<file path="config.mk">
export PLATFORM = sky130hd
export DESIGN_NAME = tile_pitch_check
export DESIGN_NICKNAME = d
export VERILOG_FILES = /design/src/rtl/tpc_pkg.sv /design/src/rtl/tpc_rules.sv /design/src/rtl/tpc_fence_walk.sv /design/src/rtl/tile_pitch_check.sv
export SDC_FILE = /design/constraint.sdc
export NUM_CORES = 1
export LEC_CHECK = 0
export CAP_MARGIN = 20
export CORE_ASPECT_RATIO = 0.8
export CORE_MARGIN = 5
export CORE_UTILIZATION = 50
export CTS_CLUSTER_DIAMETER = 60
export CTS_CLUSTER_SIZE = 20
export DETAILED_ROUTE_END_ITERATION = 7
export PLACE_DENSITY = 0.8
export SLEW_MARGIN = 10
export SYNTH_ARGS = -nofsm -noshare
export SYNTH_HDL_FRONTEND = slang
export SYNTH_SLANG_ARGS = --single-unit
</file>
<file path="constraint.sdc">
create_clock -name clk -period 2.75 [get_ports clk]
set_input_delay 0.275 -clock clk [delete_from_list [all_inputs] [get_ports clk]]
set_output_delay 0.275 -clock clk [all_outputs]
set_load 0.1 [all_outputs]
</file>
<file path="src/rtl/tpc_pkg.sv">
package tpc_pkg;
   localparam logic [1:0] GEN_EARLY = 2'd0;
   localparam logic [1:0] GEN_MID   = 2'd1;

   typedef enum logic [1:0] {
      RS_NONE  = 2'd0,
      RS_WIDE  = 2'd1,
      RS_ALIGN = 2'd2,
      RS_FENCE = 2'd3
   } reason_e;
endpackage

</file>
<file path="src/rtl/tpc_rules.sv">
module tpc_rules #(
   parameter int STRIDE_W    = 18,
   parameter int PITCH_W     = 10,
   parameter int TW_NARROW   = 128,
   parameter int TW_WIDE     = 512,
   parameter int UNIT_LOG2   = 7,
   parameter int OLD_MAX_PIT = 8192
) (
   input  logic [1:0]          gen,
   input  logic [1:0]          mode,
   input  logic                narrow_y,
   input  logic [STRIDE_W-1:0] stride,
   input  logic [PITCH_W-1:0]  max_pitch,
   output tpc_pkg::reason_e    pre_reason
);
   import tpc_pkg::*;

   localparam logic [STRIDE_W-1:0] NARROW = STRIDE_W'(TW_NARROW);
   localparam logic [STRIDE_W-1:0] WIDE   = STRIDE_W'(TW_WIDE);
   localparam logic [STRIDE_W-1:0] OLDMAX = STRIDE_W'(OLD_MAX_PIT);

   logic                is_old;
   logic [STRIDE_W-1:0] tw;
   logic [STRIDE_W-1:0] units;
   logic                too_wide, misaligned, pow2;

   always_comb begin
      is_old = (gen == GEN_EARLY) || (gen == GEN_MID);
      tw     = ((gen == GEN_EARLY) || (mode[1] && narrow_y)) ? NARROW : WIDE;
      units  = stride >> UNIT_LOG2;
      pow2   = (stride != '0) && ((stride & (stride - 1'b1)) == '0);
      if (is_old) begin
         too_wide   = stride > OLDMAX;
         misaligned = (stride < tw) || !pow2;
      end else begin
         too_wide   = units > STRIDE_W'(max_pitch);
         misaligned = (stride & (tw - 1'b1)) != '0;
      end
      if (too_wide)        pre_reason = RS_WIDE;
      else if (misaligned) pre_reason = RS_ALIGN;
      else                 pre_reason = RS_NONE;
   end
endmodule

</file>
<file path="src/rtl/tpc_fence_walk.sv">
module tpc_fence_walk #(
   parameter int SIZE_W = 28
) (
   input  logic              clk,
   input  logic              rst_n,
   input  logic              start,
   input  logic [SIZE_W-1:0] base,
   input  logic [SIZE_W-1:0] size,
   output logic [SIZE_W-1:0] cur,
   output logic              running,
   output logic              done
);
   logic [SIZE_W-1:0] size_r;

   assign done = running && ((cur >= size_r) || cur[SIZE_W-1]);

   always_ff @(posedge clk or negedge rst_n) begin
      if (!rst_n) begin
         cur     <= '0;
         size_r  <= '0;
         running <= 1'b0;
      end else if (start) begin
         cur     <= base;
         size_r  <= size;
         running <= 1'b1;
      end else if (done) begin
         running <= 1'b0;
      end else if (running) begin
         cur     <= cur << 1;
      end
   end
endmodule

</file>
<file path="src/rtl/tile_pitch_check.sv">
module tile_pitch_check #(
   parameter int STRIDE_W    = 18,
   parameter int SIZE_W      = 28,
   parameter int PITCH_W     = 10,
   parameter int TW_NARROW   = 128,
   parameter int TW_WIDE     = 512,
   parameter int UNIT_LOG2   = 7,
   parameter int OLD_MAX_PIT = 8192,
   parameter int EARLY_LOG2  = 19,
   parameter int MID_LOG2    = 20
) (
   input  logic                clk,
   input  logic                rst_n,
   input  logic                req_valid,
   input  logic [1:0]          tile_mode,
   input  logic [1:0]          gen_sel,
   input  logic                narrow_y,
   input  logic [STRIDE_W-1:0] stride,
   input  logic [SIZE_W-1:0]   obj_size,
   input  logic                bound,
   input  logic [SIZE_W-1:0]   obj_offset,
   input  logic [PITCH_W-1:0]  max_pitch,
   output logic                busy,
   output logic                rsp_valid,
   output logic                rsp_ok,
   output logic [1:0]          rsp_reason,
   output logic [SIZE_W-1:0]   fence_size
);
   import tpc_pkg::*;

   localparam logic [SIZE_W-1:0] EARLY_BASE = SIZE_W'(1) << EARLY_LOG2;
   localparam logic [SIZE_W-1:0] MID_BASE   = SIZE_W'(1) << MID_LOG2;

   generate
      if (PITCH_W > STRIDE_W) begin : g_bad_pitch
         $error("PITCH_W must not exceed STRIDE_W");
      end
      if (SIZE_W <= MID_LOG2 || EARLY_LOG2 > MID_LOG2) begin : g_bad_size
         $error("SIZE_W too small for the fence bases");
      end
      if ((TW_NARROW & (TW_NARROW - 1)) != 0 || (TW_WIDE & (TW_WIDE - 1)) != 0) begin : g_bad_tw
         $error("tile widths must be powers of two");
      end
      if (OLD_MAX_PIT >= (1 << STRIDE_W)) begin : g_bad_max
         $error("STRIDE_W too small for the old pitch cap");
      end
   endgenerate

   logic                accept;
   logic [1:0]          gen_q, mode_q;
   logic                ny_q, bound_q;
   logic [STRIDE_W-1:0] stride_q;
   logic [SIZE_W-1:0]   off_q, sz_q;
   logic [PITCH_W-1:0]  maxp_q;
   logic [SIZE_W-1:0]   walk_cur;
   logic                walk_run, walk_done;
   reason_e             pre_reason, fin_reason;
   logic                off_bad;

   assign accept = req_valid && !walk_run;
   assign busy   = walk_run;

   always_ff @(posedge clk or negedge rst_n) begin
      if (!rst_n) begin
         gen_q    <= '0;
         mode_q   <= '0;
         ny_q     <= 1'b0;
         bound_q  <= 1'b0;
         stride_q <= '0;
         off_q    <= '0;
         sz_q     <= '0;
         maxp_q   <= '0;
      end else if (accept) begin
         gen_q    <= gen_sel;
         mode_q   <= tile_mode;
         ny_q     <= narrow_y;
         bound_q  <= bound;
         stride_q <= stride;
         off_q    <= obj_offset;
         sz_q     <= obj_size;
         maxp_q   <= max_pitch;
      end
   end

   tpc_rules #(
      .STRIDE_W(STRIDE_W), .PITCH_W(PITCH_W), .TW_NARROW(TW_NARROW),
      .TW_WIDE(TW_WIDE), .UNIT_LOG2(UNIT_LOG2), .OLD_MAX_PIT(OLD_MAX_PIT)
   ) u_rules (
      .gen(gen_q), .mode(mode_q), .narrow_y(ny_q), .stride(stride_q),
      .max_pitch(maxp_q), .pre_reason(pre_reason)
   );

   tpc_fence_walk #(.SIZE_W(SIZE_W)) u_walk (
      .clk(clk), .rst_n(rst_n), .start(accept),
      .base((gen_sel == GEN_EARLY) ? EARLY_BASE : MID_BASE),
      .size(obj_size), .cur(walk_cur), .running(walk_run), .done(walk_done)
   );

   always_comb begin
      off_bad = ((gen_q == GEN_EARLY) || (gen_q == GEN_MID)) && bound_q &&
                ((off_q & (walk_cur - 1'b1)) != '0);
      if (mode_q == 2'd0)          fin_reason = RS_NONE;
      else if (pre_reason != RS_NONE) fin_reason = pre_reason;
      else if (off_bad)            fin_reason = RS_FENCE;
      else                         fin_reason = RS_NONE;
   end

   always_ff @(posedge clk or negedge rst_n) begin
      if (!rst_n) begin
         rsp_valid  <= 1'b0;
         rsp_ok     <= 1'b0;
         rsp_reason <= '0;
         fence_size <= '0;
      end else begin
         rsp_valid <= walk_done;
         if (walk_done) begin
            rsp_ok     <= (fin_reason == RS_NONE);
            rsp_reason <= fin_reason;
            fence_size <= walk_cur;
         end
      end
   end
endmodule


</file>
==> flow_summary.json <==
{
  "outcome": "finished, final reports clean",
  "path_cells": "ha_1 -> nor4b_1 -> nand2_1 -> nor4_1 -> o31ai_1 -> a21boi_4 -> buf_4 -> mux2_2",
  "critPathKind": "flip-flop to flip-flop",
  "gr-usage-all-layers_pct": 20.9,
  "drcViolationCount": 0,
  "rows": 34,
  "seq_area_sq_mm": 0.00283,
  "drtIter0Drc": 241,
  "critPathMaxFanout": 6,
  "tightest_slew_ns": 0.526,
  "tns_ns": 0,
  "first_global_vias": 4660,
  "yosys-top-cells-count": "nand2_1 (251), dfrtp_1 (113), o21ai_0 (37)",
  "htreeDepth": 4,
  "cts_root_buffer": "clkbuf_16",
  "grt_max_degree": 111,
  "core_area_sq_mm": 0.0108,
  "fin_util_pct": 66.8,
  "multiInputGateArea_sq_mm": 0.00233,
  "ys_async_sr_fraction_pct": 100,
  "r2r_cells": 8,
  "arrival_ns": 2.95,
  "fin_skew_ns": 0.00726,
  "synth-edff-count": 0,
  "die_x_um": 127,
  "grt_setup_unrepaired": "no",
  "via_per_inst": 5.16,
  "cts_resized": 0,
  "slew_violations": 0,
  "timing.final.crit_share_pct": 96.6,
  "maxSlewHeadroom_pct": 64.7,
  "place_congestion": 0.874,
  "io_pins": 126,
  "layout_min_cycle_time_ns": 2.66,
  "wl_per_cell_um": 15.3,
  "cts_made_buffers": 17,
  "cp_data_required_time_ns": 3.04,
  "fillers": 814,
  "port_buffers": 106,
  "syn_area_per_cell_sq_um": 8.85,
  "yosysSeqAreaShare_pct": 52.0,
  "antenna_left": 0,
  "setup_viol_count_final": 0,
  "grt_pass1_wl_mm": 21.7,
  "power-per-cell-area_mw_per_mm2": 1230,
  "antenna_found_initial": 0,
  "synth_top_area_share_pct": 52.0,
  "netlist_instances": 615,
  "critPathSlowestCell": "dfrtp_1",
  "slowest_delay_ns": 0.44,
  "vdd_drop_max_mv": 1.53,
  "num_vias": 4552,
  "synth.area.top_cells": "dfrtp_1 (52%), nand2_1 (17%), ha_1 (4.8%), o21ai_0 (3.4%), buf_4 (2.6%)",
  "fp.dieH_um": 103,
  "fin_nets": 843,
  "path_clk_slew_ns": 0.05,
  "die_area_sq_mm": 0.0131,
  "synth_largest_area_cell": "dfrtp_1",
  "synth_cell_types": 51,
  "diodes": 0,
  "synthToLayoutAreaGrowth_pct": 32.2,
  "start_kind": "flip-flop",
  "clockBufferDepth": 2,
  "cts_tree": "yes",
  "clkLatencyLatePin_ns": 0.41,
  "dpl.hpwl_mm": 9.57,
  "hold_path.class": "input pin to asynchronous set/reset pin",
  "synthFlopType": "dfrtp_1",
  "fmax_ghz": 0.376,
  "maxCapViolations": 0,
  "synthMostInstantiatedCell": "nand2_1",
  "gr-total-overflow": 0,
  "drive_gt1_share_pct": 9.74,
  "yosys_register_bits": 113,
  "yosys_warnings": 0,
  "start_util_pct": 50.6,
  "routed_wl_mm": 13.5,
  "dr.pass1.iters": 5,
  "cts_sinks": 113,
  "hold_violations": 0,
  "p_leak_nw": 3.50,
  "end_kind": "flip-flop",
  "netlist_area_sq_mm": 0.00544
}
logic make-up after synthesis:
| group | share of synthesized area (%) |
|---|---|
| buf+inv | 6.71 |
| mux | 1.84 |
| fa+ha+maj | 4.83 |
| xor+xnor | 1.13 |
| flops | 52.0 |
| other cells | 0.0689 |
| compound gates | 9.52 |
| simple gates | 23.9 |
power breakdown:
| group | internal (W) | total [W] | leakage, nW | switching [W] |
|---|---|---|---|---|
| Clock | 0.00136 | 0.00208 | 0.280 | 0.000718 |
| Combinational | 0.00138 | 0.00371 | 1.80 | 0.00233 |
| Sequential | 0.00243 | 0.00308 | 1.41 | 0.000646 |
metrics by stage:
step / std cells / instance area, sq um / setup slack (ns) / power (W) / hold slack (ns)
2_1_floorplan: 633 / 5510 / 0.440 / 0.00565 / -0.0206
3_3_place_gp: 848 / 6550 / 0.244 / 0.00644 / 0.452
3_5_place_dp: 848 / 6550 / 0.0893 / 0.00664 / 0.463
4_1_cts: 881 / 7160 / 0.172 / 0.00888 / 0.0883
5_1_grt: 883 / 7190 / 0.00614 / 0.00943 / 0.290
6_report: 883 / 7190 / 0.0925 / 0.00886 / 0.266
sequential cells by signal, indices dropped and copies added, names as in the netlist:
signal          flops
off_q              28
u_walk.size_r      28
stride_q           18
maxp_q             10
fence_size          9
u_walk.cur          9
gen_q               2
mode_q              2
rsp_reason          2
bound_q             1
ny_q                1
rsp_ok              1
rsp_valid           1
u_walk.running      1
worst paths after layout:
| kind | startpoint | endpoint | slack [ns] |
|---|---|---|---|
| max in group asynchronous | rst_n | off_q[22] | 1.62 |
| min | rst_n | maxp_q[5] | 0.27 |
| min in group clk | stride[0] | stride_q[0] | 0.39 |
| min reg2reg | u_walk.size_r[12] | u_walk.size_r[12] | 0.48 |
| max reg2reg | u_walk.cur[23] | fence_size[21] | 0.09 |
| max | u_walk.cur[23] | fence_size[21] | 0.09 |
layout make-up:
| cell class | count | area share, % |
|---|---|---|
| Clock inverter | 5 | 0.730 |
| Sequential cell | 113 | 39.3 |
| Multi-Input combinational cell | 444 | 32.3 |
| Timing Repair Buffer | 119 | 16.2 |
| Tap cell | 144 | 2.50 |
| Clock buffer | 24 | 7.11 |
| Inverter | 34 | 1.77 |
worst max-delay path, delay by kind of cell (launching register included):
family	cells	cell delay, ns
flops	1	0.44
mux	1	0.34
compound gates	2	0.43
simple gates	3	0.75
fa+ha+maj	1	0.38
buf+inv	1	0.19
repair_timing:
| action | CTS | global route |
|---|---|---|
| endpoints found under the hold margin | 0 | 13 |
| hold buffers | 0 | 1 |
| setup endpoints to repair | 5 | 0 |
| setup buffers | 4 | 0 |
cells in the final DEF, fill, tap and decap left out, types with 10 or more instances in the layout:
cell type,n
clkdlybuf4s50_1,91
dfrtp_1,113
a21oi_1,11
nor2_1,10
ha_1,21
conb_1,19
clkbuf_16,17
buf_4,24
nand3_1,11
inv_1,34
o21ai_0,37
nand2_1,251
per-layer routing:
| layer | part of all wire (%) | global-route usage [%] | routed length, um |
|---|---|---|---|
| met4 | 1.6 | 7.01 | 219 |
| met2 | 51 | 36.2 | 6830 |
| met3 | 5.5 | 6.31 | 738 |
| met1 | 42 | 25.4 | 5720 |
| met5 | 0 | 0 | 0 |
Note: power is estimated with default switching activity, not from simulation.
